`src/rtl/ptp_stamp_pkg.sv`:
```
package ptp_stamp_pkg;

    localparam logic [3:0]  NIB_PREAMBLE = 4'h5;
    localparam logic [3:0]  NIB_DELIM    = 4'hD;
    localparam logic [7:0]  ETYPE_HI     = 8'h88;
    localparam logic [7:0]  ETYPE_LO     = 8'hF7;

    localparam int IDX_W        = 7;
    localparam int TYPE_HI_POS  = 12;
    localparam int TYPE_LO_POS  = 13;
    localparam int V2_TYPE_POS  = 14;
    localparam int V1_CTRL_OFF  = 32;
    localparam int V1_CTRL_POS  = V2_TYPE_POS + V1_CTRL_OFF;

    typedef enum logic [1:0] {
        LAY_V2002 = 2'b00,
        LAY_V2008 = 2'b01,
        LAY_ALL_A = 2'b10,
        LAY_ALL_B = 2'b11
    } layout_e;

    typedef enum logic [1:0] {
        FR_IDLE,
        FR_PRE,
        FR_DATA,
        FR_DROP
    } fr_state_e;

    typedef struct packed {
        logic             stb;
        logic [IDX_W-1:0] idx;
        logic [7:0]       val;
    } byte_ev_t;

    function automatic logic is_all(input layout_e m);
        return m[1];
    endfunction

    function automatic logic v2008_event(input logic [3:0] code);
        return code <= 4'd3;
    endfunction

    function automatic logic v2002_event(input logic [7:0] ctrl);
        return ctrl <= 8'd1;
    endfunction

endpackage

```
`src/rtl/ptp_nib_framer.sv`:
```
module ptp_nib_framer
    import ptp_stamp_pkg::*;
(
    input  logic     clk,
    input  logic     rst,
    input  logic     dv,
    input  logic [3:0] nib,
    output logic     sfd_stb,
    output byte_ev_t bev
);
    localparam logic [IDX_W-1:0] IDX_MAX = '1;

    fr_state_e        state;
    logic             half;
    logic [3:0]       low_nib;
    logic [IDX_W-1:0] idx;

    assign sfd_stb = dv && (state == FR_PRE) && (nib == NIB_DELIM);

    always_comb begin
        bev.stb = dv && (state == FR_DATA) && half;
        bev.idx = idx;
        bev.val = {nib, low_nib};
    end

    always_ff @(posedge clk) begin
        if (rst) begin
            state   <= FR_IDLE;
            half    <= 1'b0;
            low_nib <= '0;
            idx     <= '0;
        end else if (!dv) begin
            state <= FR_IDLE;
            half  <= 1'b0;
        end else begin
            unique case (state)
                FR_IDLE: state <= (nib == NIB_PREAMBLE) ? FR_PRE : FR_DROP;
                FR_PRE: begin
                    if (nib == NIB_DELIM) begin
                        state <= FR_DATA;
                        half  <= 1'b0;
                        idx   <= '0;
                    end else if (nib != NIB_PREAMBLE) begin
                        state <= FR_DROP;
                    end
                end
                FR_DATA: begin
                    if (!half) begin
                        low_nib <= nib;
                        half    <= 1'b1;
                    end else begin
                        half <= 1'b0;
                        if (idx != IDX_MAX) idx <= idx + 1'b1;
                    end
                end
                default: state <= FR_DROP;
            endcase
        end
    end
endmodule

```
`src/rtl/ptp_evt_classifier.sv`:
```
module ptp_evt_classifier
    import ptp_stamp_pkg::*;
(
    input  logic     clk,
    input  logic     rst,
    input  layout_e  layout,
    input  logic     sfd_stb,
    input  byte_ev_t bev,
    output logic     pub_stb,
    output logic     pub_now
);
    localparam logic [IDX_W-1:0] P_HI   = IDX_W'(TYPE_HI_POS);
    localparam logic [IDX_W-1:0] P_LO   = IDX_W'(TYPE_LO_POS);
    localparam logic [IDX_W-1:0] P_V2   = IDX_W'(V2_TYPE_POS);
    localparam logic [IDX_W-1:0] P_V1   = IDX_W'(V1_CTRL_POS);

    layout_e frame_lay;
    logic    hi_ok;
    logic    type_ok;
    logic    hit_v2, hit_v1;

    always_ff @(posedge clk) begin
        if (rst) begin
            frame_lay <= LAY_V2002;
            hi_ok     <= 1'b0;
            type_ok   <= 1'b0;
        end else if (sfd_stb) begin
            frame_lay <= layout;
            hi_ok     <= 1'b0;
            type_ok   <= 1'b0;
        end else if (bev.stb) begin
            if (bev.idx == P_HI) hi_ok   <= (bev.val == ETYPE_HI);
            if (bev.idx == P_LO) type_ok <= hi_ok && (bev.val == ETYPE_LO);
        end
    end

    always_comb begin
        hit_v2 = bev.stb && type_ok && (frame_lay == LAY_V2008)
                 && (bev.idx == P_V2) && v2008_event(bev.val[3:0]);
        hit_v1 = bev.stb && type_ok && (frame_lay == LAY_V2002)
                 && (bev.idx == P_V1) && v2002_event(bev.val);
        pub_now = sfd_stb && is_all(layout);
        pub_stb = pub_now || hit_v2 || hit_v1;
    end
endmodule

```
`src/rtl/ptp_stamp_hold.sv`:
```
module ptp_stamp_hold #(
    parameter int TIME_W = 64
) (
    input  logic              clk,
    input  logic              rst,
    input  logic              sfd_stb,
    input  logic [TIME_W-1:0] time_in,
    input  logic              pub_stb,
    input  logic              pub_now,
    input  logic              clr,
    output logic [TIME_W-1:0] stamp,
    output logic              valid,
    output logic              ovr
);
    logic [TIME_W-1:0] cand;
    logic [TIME_W-1:0] cand_sel;

    assign cand_sel = pub_now ? time_in : cand;

    always_ff @(posedge clk) begin
        if (rst) begin
            cand  <= '0;
            stamp <= '0;
            valid <= 1'b0;
            ovr   <= 1'b0;
        end else begin
            if (sfd_stb) cand <= time_in;
            if (pub_stb && (!valid || clr)) begin
                stamp <= cand_sel;
                valid <= 1'b1;
                ovr   <= 1'b0;
            end else if (pub_stb) begin
                ovr <= 1'b1;
            end else if (clr) begin
                valid <= 1'b0;
                ovr   <= 1'b0;
            end
        end
    end
endmodule

```
`src/rtl/ptp_stamp_lane.sv`:
```
module ptp_stamp_lane
    import ptp_stamp_pkg::*;
#(
    parameter int TIME_W = 64
) (
    input  logic              clk,
    input  logic              rst,
    input  layout_e           layout,
    input  logic [TIME_W-1:0] local_time,
    input  logic              dv,
    input  logic [3:0]        nib,
    input  logic              clr,
    output logic              pub,
    output logic [TIME_W-1:0] stamp,
    output logic              valid,
    output logic              ovr
);
    logic     sfd_stb;
    byte_ev_t bev;
    logic     pub_now;

    ptp_nib_framer u_framer (
        .clk     (clk),
        .rst     (rst),
        .dv      (dv),
        .nib     (nib),
        .sfd_stb (sfd_stb),
        .bev     (bev)
    );

    ptp_evt_classifier u_class (
        .clk     (clk),
        .rst     (rst),
        .layout  (layout),
        .sfd_stb (sfd_stb),
        .bev     (bev),
        .pub_stb (pub),
        .pub_now (pub_now)
    );

    ptp_stamp_hold #(.TIME_W(TIME_W)) u_hold (
        .clk     (clk),
        .rst     (rst),
        .sfd_stb (sfd_stb),
        .time_in (local_time),
        .pub_stb (pub),
        .pub_now (pub_now),
        .clr     (clr),
        .stamp   (stamp),
        .valid   (valid),
        .ovr     (ovr)
    );
endmodule

```
`src/rtl/ptp_wire_stamper.sv`:
```
module ptp_wire_stamper
    import ptp_stamp_pkg::*;
#(
    parameter int TIME_W = 64
) (
    input  logic              clk,
    input  logic              rst,
    input  logic              mode_we,
    input  logic [1:0]        mode_wdata,
    input  logic [TIME_W-1:0] local_time,
    input  logic              rx_dv,
    input  logic [3:0]        rx_nib,
    input  logic              tx_en,
    input  logic [3:0]        tx_nib,
    input  logic              rx_clr,
    input  logic              tx_clr,
    output logic [TIME_W-1:0] rx_stamp,
    output logic              rx_stamp_vld,
    output logic              rx_ovr,
    output logic [TIME_W-1:0] tx_stamp,
    output logic              tx_stamp_vld,
    output logic              tx_ovr
);
    localparam int LANES = 2;

    layout_e           layout_q;
    logic              lane_dv  [LANES];
    logic [3:0]        lane_nib [LANES];
    logic              lane_clr [LANES];
    logic [TIME_W-1:0] lane_stp [LANES];
    logic              lane_vld [LANES];
    logic              lane_ovr [LANES];
    logic [LANES-1:0]  lane_pub;

    always_ff @(posedge clk) begin
        if (rst)          layout_q <= LAY_V2002;
        else if (mode_we) layout_q <= layout_e'(mode_wdata);
    end

    assign lane_dv[0]  = rx_dv;
    assign lane_nib[0] = rx_nib;
    assign lane_clr[0] = rx_clr;
    assign lane_dv[1]  = tx_en;
    assign lane_nib[1] = tx_nib;
    assign lane_clr[1] = tx_clr;

    for (genvar g = 0; g < LANES; g++) begin : g_lane
        ptp_stamp_lane #(.TIME_W(TIME_W)) u_lane (
            .clk        (clk),
            .rst        (rst),
            .layout     (layout_q),
            .local_time (local_time),
            .dv         (lane_dv[g]),
            .nib        (lane_nib[g]),
            .clr        (lane_clr[g]),
            .pub        (lane_pub[g]),
            .stamp      (lane_stp[g]),
            .valid      (lane_vld[g]),
            .ovr        (lane_ovr[g])
        );
    end

    assign rx_stamp     = lane_stp[0];
    assign rx_stamp_vld = lane_vld[0];
    assign rx_ovr       = lane_ovr[0];
    assign tx_stamp     = lane_stp[1];
    assign tx_stamp_vld = lane_vld[1];
    assign tx_ovr       = lane_ovr[1];
endmodule

```
`config.mk`:
```
export PLATFORM = sky130hd
export DESIGN_NAME = ptp_wire_stamper
export DESIGN_NICKNAME = d
export VERILOG_FILES = /design/src/rtl/ptp_stamp_pkg.sv /design/src/rtl/ptp_nib_framer.sv /design/src/rtl/ptp_evt_classifier.sv /design/src/rtl/ptp_stamp_hold.sv /design/src/rtl/ptp_stamp_lane.sv /design/src/rtl/ptp_wire_stamper.sv
export SDC_FILE = /design/constraint.sdc
export NUM_CORES = 1
export LEC_CHECK = 0
export BUFFER_PORTS_ARGS = -buffer_cell sky130_fd_sc_hd__buf_2
export CAP_MARGIN = 20
export CORE_AREA = 2 2 127 221
export CTS_BUF_LIST = sky130_fd_sc_hd__clkbuf_4
export CTS_CLUSTER_SIZE = 30
export DETAILED_ROUTE_END_ITERATION = 10
export DIE_AREA = 0 0 129 223
export PLACE_DENSITY = 0.69
export SLEW_MARGIN = 0
export SYNTH_ARGS = -nofsm -noshare
export SYNTH_HDL_FRONTEND = slang
export SYNTH_SLANG_ARGS = --single-unit
```
`constraint.sdc`:
```
create_clock -name clk -period 2.2 [get_ports clk]
set_input_delay 0.44 -clock clk [delete_from_list [all_inputs] [get_ports clk]]
set_output_delay 0.44 -clock clk [all_outputs]
set_load 0.02 [all_outputs]
```
# After elaboration in Yosys (flattened, before gate mapping)
# Index checks and enable logic that the tools add are counted.
# classes
add_sub_neg	2
eq_ne	36
magnitude_cmp	4
bitwise_logic	6
n_mux	32
n_reduce_logical	66
# ops
op	count
two-way mux 64 bit	2
== test 7 x 4 -> 1 bit, second input constant	6
two-way mux 7 bit	6
== test 8 bit, second input constant	4
logical AND 1 bit	28
one-hot mux 7 bit (2 select lines)	2
AND reduction 2 bit	10
<= comparator 8 x 1 -> 1 bit, second input constant	2
adder 7 x 1 -> 7 bit, second input constant	2
== test 7 x 6 -> 1 bit, second input constant	2
!= test 7 bit, second input constant	2
two-way mux 1 bit	12
two-way mux 2 bit	6
!= test 2 x 1 -> 1 bit, second input constant	6
one-hot mux 2 bit (3 select lines)	2
nonzero test 2 bit	6
OR reduction 2 bit	6
AND reduction 5 bit	2
== test 2 x 1 -> 1 bit, second input constant	4
== test 4 x 3 -> 1 bit, second input constant	2
== test 4 bit, second input constant	2
<= comparator 4 x 2 -> 1 bit, second input constant	2
logical NOT 2 bit	4
!= test 4 x 3 -> 1 bit, second input constant	2
other kinds (8)	24
# totals
reg_bits	298
in_bits	81
out_inout_bits	132
word_cells	169

# Depth between registers and ports, before layout
# logic_depth
word_depth	12
ltp_mapped	8
ltp_nobuf	5

# Cells and area by module
# Synthesis repeated with hierarchy kept, for this count alone.
# unflattened
cells_unflattened	1077
area_unflattened_um2	11970.2
# by_module_without_submodules
module	area_per_inst_um2	seq_area_each_um2	cells_per_inst	instances
ptp_stamp_hold	4983.5	2602.5	427	2
ptp_nib_framer at g_lane[0].u_lane.u_framer	737.0	280.3	76	1
ptp_nib_framer at g_lane[1].u_lane.u_framer	665.6	280.3	75	1
ptp_evt_classifier	266.5	80.1	33	2
ptp_wire_stamper	67.6	40.0	6	1

# Worst setup path before layout
# OpenSTA, ideal clock, no wires.
# synth_timing
kind	in2reg
startpoint	in rx_nib[0]
endpoint	reg g_lane[0].u_lane.u_hold.stamp[0]
required_ps	2128
path_buffers	4
arrival_ps	1656
cell_stages	8
setup_ps	72
path_slack_ps	472
path_cell_list	and4bb_1 -> buf_4 -> and2_1 -> buf_6 -> o221ai_4 -> buf_12 -> buf_12 -> mux2i_1
# synth_between
elab_chain_cells	6
word_cells_on_any_way	9
cone_classes	order compare: 1; eq/ne: 1; mux: 1; reduce/logical: 6
# synth_rtl
item	line	rtl
start: declaration	ptp_wire_stamper.sv:12	input logic [3:0] rx_nib,
parallel branches: the longest is 6 deep, another holds <= comparator 8 x 1 -> 1 bit	--	
end signal: assignment	ptp_stamp_hold.sv:29	stamp <= cand_sel;
end: declaration	ptp_stamp_hold.sv:11	output logic [TIME_W-1:0] stamp,
# Several ways; the timed one is not identified.
# A chain may end at the register's enable or synchronous reset.

# Worst setup path after layout
# layout_timing
startpoint	reg g_lane[0].u_lane.u_framer.idx[0]
endpoint	reg g_lane[0].u_lane.u_hold.stamp[38]
# layout_between
elab_chain_cells	6
word_cells_on_any_way	9
cone_classes	eq/ne: 2; reduce/logical: 7
# layout_rtl
item	line	rtl
start: declaration	ptp_nib_framer.sv:16	logic [IDX_W-1:0] idx;
start signal: assignment	ptp_nib_framer.sv:53	if (idx != IDX_MAX) idx <= idx + 1'b1;
== test 7 x 4 -> 1 bit	ptp_evt_classifier.sv:39	&& (bev.idx == P_V2) && v2008_event(bev.val[3:0]);
logical AND 1 bit (2 in series)	ptp_evt_classifier.sv:39	
logical OR 1 bit	ptp_evt_classifier.sv:43	pub_stb = pub_now || hit_v2 || hit_v1;
logical OR 1 bit *	ptp_evt_classifier.sv:43	
logical AND 1 bit *	ptp_stamp_hold.sv:28	if (pub_stb && (!valid || clr)) begin
# Mark *: on every way between the ends. The rest lies on a longest branch, timed or not.

==> flow_summary.json <==
{
  "outcome": "finished clean",
  "grt_overflow": 0,
  "clock_sinks": 298,
  "die-area_um2": 28800,
  "cts_setup_buffers": 0,
  "synth_top_family_by_area": "simple AND/OR/NAND/NOR gates",
  "dpl.hpwl_um": 24200,
  "wl_per_cell_um": 17.0,
  "grt_max_degree": 74,
  "drv_cap": 0,
  "r2r_end": "g_lane[0].u_lane.u_hold.stamp[38]$_SDFFE_PP0P_",
  "cts_resized": 0,
  "arrival_ps": 2670,
  "fp-row-count": 80,
  "fin_crit_ps": 2040,
  "critPathMaxFanout": 24,
  "multiInputGateArea_um2": 6350,
  "fmax_ghz": 0.491,
  "numCtsBuffers": 71,
  "synthXorXnorAreaFrac_pct": 0,
  "clk_path_buf_depth": 3,
  "final_cell_area_um2": 16200,
  "crit_buf_inv": 2,
  "p_leak_uw": 0.00693,
  "vias": 12427,
  "gp_congestion": 0.869,
  "path_depth": 6,
  "via_per_inst": 5.48,
  "synth_compound_area_share_pct": 15.3,
  "synth_edf_count": 0,
  "finalClockSkew_ps": 35.7,
  "grt_setup_unrepaired": "no",
  "fin_setup_tns_ps": 0,
  "first_pass_iters": 6,
  "synth_seq_cells": 298,
  "port-buffer-count": 212,
  "die_x_um": 129,
  "drtIter0Drc": 709,
  "r2r_start": "g_lane[0].u_lane.u_framer.idx[0]$_SDFFE_PP0P_",
  "hp-class": "in -> reg",
  "path_delay_family": "buffers and inverters",
  "ys_seq_area_share_pct": 44.9,
  "rr_worst_depth": 6,
  "synth-adder-area-share_pct": 0.753,
  "start_util_pct": 49.0,
  "clkLatencyLatePin_ps": 720,
  "syn_avg_cell_area_um2": 8.32,
  "finalWirelength_um": 38500,
  "powerDensity_nw_per_um2": 632,
  "startpoint": "g_lane[0].u_lane.u_framer.idx[0]$_SDFFE_PP0P_",
  "area_delta_synth_final_pct": 22.0,
  "endpoint": "g_lane[0].u_lane.u_hold.stamp[38]$_SDFFE_PP0P_",
  "criticalPathCategory": "reg -> reg",
  "setup_violations": 0,
  "cp_cell_sequence": "inv_1 -> ha_1 -> and4_4 -> o221ai_4 -> buf_4 -> mux2i_1",
  "grt_pass1_vias": 12310,
  "required_ps": 2830,
  "crit_path_start_kind": "flop",
  "final-seq-area_um2": 5970,
  "synth_top_flop_cell": "dfxtp_1",
  "syn_nets": 1687,
  "tightest_slew_ps": 847,
  "antenna_found_initial": 2,
  "drtAntennaViolNets": 0,
  "maxSlewHeadroom_pct": 43.5,
  "crit_path_top_delay_cell": "buf_4",
  "synth_warnings": 0,
  "synthMuxAreaShare_pct": 10.7,
  "end_kind": "flop",
  "cts_tree": "built",
  "synth_area_um2": 13300,
  "nets": 1948,
  "drc": 0,
  "clockRootBuffer": "clkbuf_4",
  "finalHoldViolations": 0,
  "cts_hold_buf": 77,
  "regToRegSetupSlack_ps": 160,
  "slew_viol_final": 0,
  "synthSimpleGateAreaFrac_pct": 20.7,
  "netlist_instances": 1598,
  "htree_levels": 3,
  "grt_pass1_wl_um": 61000,
  "io_pins": 213,
  "place_area_um2": 14600,
  "vdd_drop_max_mv": 0.423,
  "core-area_um2": 27100,
  "synth.distinct_cells": 57,
  "die_y_um": 223,
  "clk_pin_slew_worst_paths_ps": 60,
  "timing.final.crit_share_pct": 92.6,
  "async_flop_share_pct": 0,
  "grt_usage_pct": 26.6,
  "critPathMaxStageDelay_ps": 450,
  "drive_above_1_share_pct": 19.9,
  "final_util_pct": 59.8,
  "nFillCells": 2509
}
==> area by class of cell <==
| cell class | instances | share of cell area (%) |
|---|---|---|
| clock inverter | 6 | 0.139 |
| inverter | 75 | 1.78 |
| antenna | 2 | 0.0309 |
| timing repair buffer | 326 | 14.4 |
| clock buffer | 105 | 4.86 |
| tap | 369 | 2.85 |
| multi-input combinational | 1087 | 39.2 |
| sequential | 298 | 36.8 |
==> kinds of logic (layout without fill, tap and decap cells) <==
family | count (synthesis) | count (layout)
muxes | 142 | 142
AOI/OAI and AO/OA | 312 | 312
and+or+nand+nor | 625 | 625
buffers and inverters | 213 | 512
other | 0 | 2
adders and majority gates | 8 | 8
DFF | 298 | 298
==> cells in the mapped netlist, drive strengths merged, types with 2 or more instances <==
| cell | instances | area [um2] |
|---|---|---|
| and3 | 5 | 32.5 |
| a21boi | 3 | 22.5 |
| a41oi | 2 | 17.5 |
| nand2 | 403 | 1510 |
| and2 | 5 | 31.3 |
| o41ai | 2 | 17.5 |
| or2b | 2 | 16.3 |
| mux2i | 142 | 1420 |
| nor2 | 21 | 78.8 |
| a211oi | 2 | 15.0 |
| a21oi | 148 | 741 |
| and4 | 4 | 38.8 |
| buf | 57 | 440 |
| o2111ai | 3 | 26.3 |
| nor4b | 6 | 52.6 |
| nor3b | 2 | 25.0 |
| a31o | 3 | 26.3 |
| o211ai | 128 | 961 |
| or4 | 3 | 22.5 |
| clkbuf | 81 | 304 |
| nand2b | 4 | 25.0 |
| ha | 8 | 100 |
| nor2b | 4 | 25.0 |
| nand3 | 139 | 696 |
| a211o | 2 | 17.5 |
| and4b | 4 | 40.0 |
| and3b | 2 | 17.5 |
| a21o | 2 | 15.0 |
| o21ai | 3 | 15.0 |
| nor3 | 6 | 30.0 |
| nand4 | 6 | 37.5 |
| a2111o | 4 | 45.0 |
| inv | 75 | 282 |
| or3 | 2 | 12.5 |
| o31ai | 2 | 15.0 |
| o221ai | 4 | 58.8 |
| nor4 | 4 | 25.0 |
| dfxtp | 298 | 5970 |
==> stage by stage <==
| step | total power, uW | hold WS [ps] | worst slack, ps | instances |
|---|---|---|---|---|
| 2_1_floorplan | 5780 | 432 | 472 | 1598 |
| 3_3_place_gp | 6010 | 441 | 89.7 | 2078 |
| 3_5_place_dp | 6010 | 446 | 39.4 | 2078 |
| 4_1_cts | 10400 | 7.28 | 150 | 2266 |
| 5_1_grt | 10600 | 54.3 | 40.8 | 2268 |
| 6_report | 10200 | 93.8 | 162 | 2268 |
==> state kept, by name, summed over array words and instances, names as in the netlist <==
name                             flops
g_lane.u_lane.u_framer.state         4
g_lane.u_lane.u_hold.ovr             2
g_lane.u_lane.u_hold.valid           2
g_lane.u_lane.u_framer.half          2
g_lane.u_lane.u_hold.cand          128
g_lane.u_lane.u_framer.low_nib       8
g_lane.u_lane.u_hold.stamp         128
layout_q                             2
g_lane.u_lane.u_class.type_ok        2
g_lane.u_lane.u_framer.idx          14
g_lane.u_lane.u_class.frame_lay      4
g_lane.u_lane.u_class.hi_ok          2
==> cells in the final DEF, fill, tap and decap left out, types with 18 or more instances in the layout <==
master	synthesis	routed
a21oi_1	148	148
buf_12	7	18
buf_2	24	211
buf_4	2	20
clkbuf_4	0	105
dfxtp_1	298	298
dlygate4sd3_1	0	77
inv_1	74	74
mux2i_1	142	142
nand2_1	403	403
nand3_1	139	137
nor2_1	21	21
o211ai_1	128	128
==> power by group <==
| part | total [uW] | internal, uW | switching (uW) |
|---|---|---|---|
| Combinational | 578 | 231 | 347 |
| Sequential | 5430 | 5410 | 16.7 |
| Clock | 4240 | 2150 | 2090 |
| Total | 10200 | 7790 | 2460 |
==> worst min-delay path, cell delays in order <==
cell	delay, ps
buf_2	150
mux2i_1	90
nor2_1	70
==> worst min-delay path by stage <==
stage          cells past startpoint                                                 to                                     startpoint  slack [ps]
2_1_floorplan                      2        g_lane[1].u_lane.u_class.hi_ok$_SDFFE_PP0P_    g_lane[1].u_lane.u_class.hi_ok$_SDFFE_PP0P_         430
6_report                           3  g_lane[1].u_lane.u_framer.low_nib[1]$_SDFFE_PP0P_                                      tx_nib[1]          90
4_1_cts                            3  g_lane[1].u_lane.u_framer.low_nib[1]$_SDFFE_PP0P_                                      tx_nib[1]           7
3_5_place_dp                       2      g_lane[0].u_lane.u_hold.cand[16]$_SDFFE_PP0N_  g_lane[0].u_lane.u_hold.cand[16]$_SDFFE_PP0N_         450
5_1_grt                            3    g_lane[1].u_lane.u_framer.state[1]$_SDFFE_PP0P_                                      tx_nib[1]          50
3_3_place_gp                       2      g_lane[1].u_lane.u_hold.cand[40]$_SDFFE_PP0N_  g_lane[1].u_lane.u_hold.cand[40]$_SDFFE_PP0N_         440
==> layer usage <==
metal,part of all wire (%),track usage [%],vias to the layer above
met5,0,0,-
met4,4.8,13.9,0
met3,5.2,5.49,99
met2,52,47.7,427
met1,38,29.1,5852
li1,-,-,6049
(Power assumes the default switching activity.)
